--- src/rtl/pwmc_pkg.sv ---
package pwmc_pkg;

    typedef enum logic [1:0] {
        SEL_ENABLE = 2'd0,
        SEL_FLTEN  = 2'd1,
        SEL_INVERT = 2'd2,
        SEL_CTRL   = 2'd3
    } reg_sel_e;

    localparam int CTRL_IRQEN_BIT = 0;
    localparam int CTRL_CLEAR_BIT = 1;

    typedef struct packed {
        logic raw;
        logic enable;
        logic flt_en;
        logic invert;
    } lane_cfg_t;

    function automatic logic lane_level(input lane_cfg_t c, input logic flt);
        logic driven;
        driven = c.raw & c.enable & ~(c.flt_en & flt);
        return driven ^ c.invert;
    endfunction

endpackage

--- src/rtl/pwmc_regs.sv ---
module pwmc_regs
    import pwmc_pkg::*;
#(
    parameter int N_OUT = 8
) (
    input  logic             clk,
    input  logic             rst,
    input  logic             wr_en,
    input  logic [1:0]       wr_addr,
    input  logic [N_OUT-1:0] wr_data,
    output logic [N_OUT-1:0] en_q,
    output logic [N_OUT-1:0] fen_q,
    output logic [N_OUT-1:0] inv_q,
    output logic             irq_en_q,
    output logic             clr_pulse
);
    reg_sel_e sel;
    assign sel = reg_sel_e'(wr_addr);

    always_ff @(posedge clk) begin
        if (rst) begin
            en_q     <= '0;
            fen_q    <= '0;
            inv_q    <= '0;
            irq_en_q <= 1'b0;
        end else if (wr_en) begin
            case (sel)
                SEL_ENABLE: en_q     <= wr_data;
                SEL_FLTEN:  fen_q    <= wr_data;
                SEL_INVERT: inv_q    <= wr_data;
                SEL_CTRL:   irq_en_q <= wr_data[CTRL_IRQEN_BIT];
                default:    ;
            endcase
        end
    end

    assign clr_pulse = wr_en && (sel == SEL_CTRL) && wr_data[CTRL_CLEAR_BIT];
endmodule

--- src/rtl/pwmc_fault_sync.sv ---
module pwmc_fault_sync #(
    parameter int STAGES = 2
) (
    input  logic clk,
    input  logic rst,
    input  logic fault_in,
    output logic fault_sync,
    output logic fault_rise
);
    localparam int LAST = STAGES - 1;
    logic [LAST:0] chain;

    always_ff @(posedge clk) begin
        if (rst) chain[0] <= 1'b0;
        else     chain[0] <= fault_in;
    end

    genvar g;
    generate
        for (g = 1; g < STAGES; g++) begin : g_stage
            always_ff @(posedge clk) begin
                if (rst) chain[g] <= 1'b0;
                else     chain[g] <= chain[g-1];
            end
        end
    endgenerate

    assign fault_sync = chain[LAST];
    assign fault_rise = chain[LAST-1] & ~chain[LAST];
endmodule

--- src/rtl/pwmc_gate.sv ---
module pwmc_gate
    import pwmc_pkg::*;
#(
    parameter int N_OUT = 8
) (
    input  logic [N_OUT-1:0] raw,
    input  logic [N_OUT-1:0] en,
    input  logic [N_OUT-1:0] fen,
    input  logic [N_OUT-1:0] inv,
    input  logic             flt,
    output logic [N_OUT-1:0] pins
);
    genvar i;
    generate
        for (i = 0; i < N_OUT; i++) begin : g_lane
            lane_cfg_t cfg;
            assign cfg = '{raw: raw[i], enable: en[i], flt_en: fen[i], invert: inv[i]};
            assign pins[i] = lane_level(cfg, flt);
        end
    endgenerate
endmodule

--- src/rtl/pwm_out_cond.sv ---
module pwm_out_cond
    import pwmc_pkg::*;
#(
    parameter int N_OUT       = 8,
    parameter int SYNC_STAGES = 2
) (
    input  logic             clk,
    input  logic             rst,
    input  logic             wr_en,
    input  logic [1:0]       wr_addr,
    input  logic [N_OUT-1:0] wr_data,
    input  logic [N_OUT-1:0] raw_pwm,
    input  logic             fault_in,
    output logic [N_OUT-1:0] pwm_out,
    output logic             fault_active,
    output logic             fault_irq
);
    logic [N_OUT-1:0] en_q, fen_q, inv_q;
    logic             irq_en_q, clr_pulse, fault_rise;

    pwmc_regs #(.N_OUT(N_OUT)) u_regs (
        .clk(clk), .rst(rst), .wr_en(wr_en), .wr_addr(wr_addr), .wr_data(wr_data),
        .en_q(en_q), .fen_q(fen_q), .inv_q(inv_q), .irq_en_q(irq_en_q),
        .clr_pulse(clr_pulse)
    );

    pwmc_fault_sync #(.STAGES(SYNC_STAGES)) u_sync (
        .clk(clk), .rst(rst), .fault_in(fault_in),
        .fault_sync(fault_active), .fault_rise(fault_rise)
    );

    pwmc_gate #(.N_OUT(N_OUT)) u_gate (
        .raw(raw_pwm), .en(en_q), .fen(fen_q), .inv(inv_q),
        .flt(fault_active), .pins(pwm_out)
    );

    // A new fault edge beats a clear arriving in the same cycle.
    always_ff @(posedge clk) begin
        if (rst)                         fault_irq <= 1'b0;
        else if (fault_rise && irq_en_q) fault_irq <= 1'b1;
        else if (clr_pulse)              fault_irq <= 1'b0;
    end
endmodule

--- config.mk ---
export PLATFORM = sky130hd
export DESIGN_NAME = pwm_out_cond
export DESIGN_NICKNAME = d
export VERILOG_FILES = /design/src/rtl/pwmc_pkg.sv /design/src/rtl/pwmc_regs.sv /design/src/rtl/pwmc_fault_sync.sv /design/src/rtl/pwmc_gate.sv /design/src/rtl/pwm_out_cond.sv
export SDC_FILE = /design/constraint.sdc
export NUM_CORES = 1
export LEC_CHECK = 0
export BUFFER_PORTS_ARGS = -buffer_cell sky130_fd_sc_hd__buf_2
export CORE_MARGIN = 3
export CORE_UTILIZATION = 40
export CTS_CLUSTER_SIZE = 40
export DETAILED_ROUTE_END_ITERATION = 6
export GPL_ROUTABILITY_DRIVEN = 0
export GPL_TIMING_DRIVEN = 0
export SLEW_MARGIN = 15
export SYNTH_ARGS = -nofsm -noshare
export SYNTH_HDL_FRONTEND = slang
export SYNTH_HIERARCHICAL = 1
export SYNTH_SLANG_ARGS = --single-unit
--- constraint.sdc ---
create_clock -name clk -period 1.3 [get_ports clk]
set_clock_uncertainty 0.05 [all_clocks]
set_input_delay 0.195 -clock clk [delete_from_list [all_inputs] [get_ports clk]]
set_output_delay 0.195 -clock clk [all_outputs]
set_load 0.03 [all_outputs]
==> out/qor.yml <==
detailed_routing:
  vias: 989
  ant_nets: 0
  totalWireLength_um: 2820
  first_iter_violations: 10
  routedWlPerCell_um: 13.3
  drc: 0
  drtPass1Iterations: 4
  viasPerCell: 4.69
synth:
  syn_area_per_cell_um2: 10.1
  ys_types: 19
  synthCells: 131
  ys_ff_latch: 28
  netlist.area_leader.share_pct: 42.2
  ys_warn_count: 6
  yosys-top-cells-area: "dfxtp_1 (42%), mux2i_1 (19%), nand2b_1 (16%), nand3_2 (6.0%), xnor2_1 (5.3%)"
  synth_area_mm2: 0.00133
  seq_area_frac_synth_pct: 42.2
  synth_top_area_cell: "dfxtp_1"
  syn_nets: 153
clocking:
  cts_buffers: 3
  insertion_delay_ns: 0.32
  htree_num_levels: 1
  clkSinkCount: 28
  postCtsHoldBufs: 0
  clkSlewWorstSetupHoldPaths_ns: 0.15
  clk_path_buf_depth: 2
  tritoncts: "yes"
  cts_root_buffer: "clkbuf_4"
min_path:
  hold_class: "in2reg"
critical_path:
  rr_worst_depth: 4
  crit_chain: "buf_12 > nand2_4 > nand3_4 > xnor2_4 > buf_6"
  path_class: "reg2out"
  r2r_setup_slack_ns: 0.43
  endpoint: "pwm_out[2]"
  cp-end-kind: "output pin"
  crit_fanout: 8
  cp.arrival_ns: 1.29
  start_kind: "register"
  crit_slowest_cell: "dfxtp_2"
  cp_data_required_time_ns: 1.05
  r2r-start: "u_sync/fault_sync$_SDFF_PP0_"
  reg2reg_to: "fault_irq$_SDFFE_PP0P_"
  crit_start: "u_sync/fault_sync$_SDFF_PP0_"
  slowest_delay_ns: 0.36
run_status:
  status: "complete, but fails checks"
  violations: "negative setup slack"
timing:
  relSlewSlack_pct: 70.0
  tns_ns: -1.84
  rsz0062_at_grt: "yes"
  slew_violations: 0
  fin_ws_ns: -0.238
  setup_viol_count_final: 8
  fmax_mhz: 650
  min_period_ns: 1.54
  hold_viol: 0
  worstMarginPinSlew_ns: 0.450
  finalCritPeriodShare_pct: 118
power:
  power_density_mw_per_mm2: 862
  power.leakage_nw: 0.827
  ir_drop_mv: 0.598
final_layout:
  n_antenna_cell: 0
  area_growth_pct: 41.7
  final_core_util_pct: 60.7
  layout.nets: 190
  final_layout_size_suffix_gt1_share_pct: 38.9
floorplan:
  num_rows: 20
  die_w_um: 63.6
  die-area_mm2: 0.00405
  die_h_um: 63.6
  core_mm2: 0.00310
  ios: 32
  start_util_pct: 42.8
place:
  io_buffers: 31
  preCtsSetupSlack_ns: 0.00707
  post-dp-hpwl_um: 2050
global_route:
  grt_pass1_vias: 1085
  grt_max_degree: 16
  track_usage_pct: 15.2
  grt_pass1_wl_um: 4820
  antenna_found_initial: 0
  gr-total-overflow: 0
job:
  max-cap-violations: 0
## cell families after synthesis
logic type,share of synthesized area (%)
AOI/OAI and AO/OA,0.659
buffers and inverters,2.92
xor gates and xnor gates,5.27
and+or+nand+nor,30.1
muxes,18.8
DFF,42.2
## through the flow
stage	cell area [µm²]	hold WS (ns)	total power [mW]	std cells
after floorplan	1480	0.207	1.09	131
after global placement	1690	0.370	1.17	206
after detailed placement	1690	0.372	1.18	206
after CTS	1870	0.0220	1.64	211
after global routing	1880	0.0219	1.71	211
final	1880	0.0251	1.62	211
## worst min-delay path by stage
stage	start	end	slack [ns]	cells after the start
after floorplan	rst	fault_irq$_SDFFE_PP0P_	0.21	1
after global placement	fault_in	u_sync/chain[0]$_SDFF_PP0_	0.37	2
after detailed placement	fault_in	u_sync/chain[0]$_SDFF_PP0_	0.37	2
after CTS	fault_in	u_sync/chain[0]$_SDFF_PP0_	0.02	2
after global routing	fault_in	u_sync/chain[0]$_SDFF_PP0_	0.02	2
final	fault_in	u_sync/chain[0]$_SDFF_PP0_	0.03	2
## layout by cell type (no fill, tap or decap)
| master | netlist | final |
|---|---|---|
| buf_6 | 1 | 8 |
| nand3_4 | 0 | 8 |
| dfxtp_1 | 28 | 27 |
| nand3_1 | 1 | 1 |
| and3b_1 | 2 | 2 |
| nor2b_2 | 1 | 1 |
| nand3b_1 | 2 | 2 |
| nand2_1 | 8 | 1 |
| xnor2_4 | 0 | 8 |
| dfxtp_2 | 0 | 1 |
| nand2b_1 | 34 | 34 |
| buf_2 | 1 | 23 |
| nor2_1 | 1 | 1 |
| mux2i_1 | 25 | 25 |
| buf_12 | 0 | 1 |
| clkbuf_1 | 5 | 5 |
| clkbuf_4 | 0 | 4 |
| or3b_1 | 1 | 1 |
| buf_4 | 0 | 1 |
| nand2_4 | 0 | 2 |
| inv_1 | 1 | 1 |
| nand2_2 | 1 | 6 |
| nor2b_1 | 2 | 2 |
| a21oi_2 | 1 | 1 |
| clkbuf_8 | 0 | 1 |
## final cells by class
class	count	area, µm²
repair buffers	32	215
clock buffers	4	36.3
plain buffers	7	43.8
multi-input cells	95	967
flip-flops and latches	28	562
well taps	44	55.1
fillers	288	1220
inverters	1	3.75
## layer usage
| metal | vias up | global-route usage, % | wire length, µm | part of all wire [%] |
|---|---|---|---|---|
| met5 | - | 0 | 0 | 0 |
| met4 | 0 | 4.04 | 15 | 0.53 |
| met3 | 2 | 2.67 | 138 | 4.9 |
| met2 | 19 | 29.1 | 1430 | 51 |
| met1 | 466 | 17.1 | 1230 | 44 |
| li1 | 502 | - | - | - |
## worst max-delay path: cells and delay by family (launching register included)
family / cells / cell delay [ns]
xor gates and xnor gates: 1 / 0.17
buffers and inverters: 2 / 0.29
and+or+nand+nor: 2 / 0.15
DFF: 1 / 0.36
## Yosys cell counts (all sizes together)
master  number
a21oi        1
and3b        2
buf          2
clkbuf       5
dfxtp       28
inv          1
mux2i       25
nand2        9
nand2b      34
nand3        9
nand3b       2
nor2         1
nor2b        3
or3b         1
xnor2        8
## power by group
part           internal [mW]  switching (mW)
Combinational          0.143           0.134
Clock                  0.171           0.254
Sequential             0.889          0.0314
## sequential cells by signal, indices dropped and copies added (netlist names)
register           flops
u_regs/fen_q           8
u_regs/en_q            8
u_sync/chain           1
u_regs/irq_en_q        1
u_regs/inv_q           8
u_sync/fault_sync      1
fault_irq              1
## what timing repair did
action	4_1_cts	5_1_grt
endpoints found under the setup margin	8	8
pin swaps	14	10
buffers inserted	1	0
gates resized for setup	34	3
No activity file was read; power rests on OpenSTA's default activity.
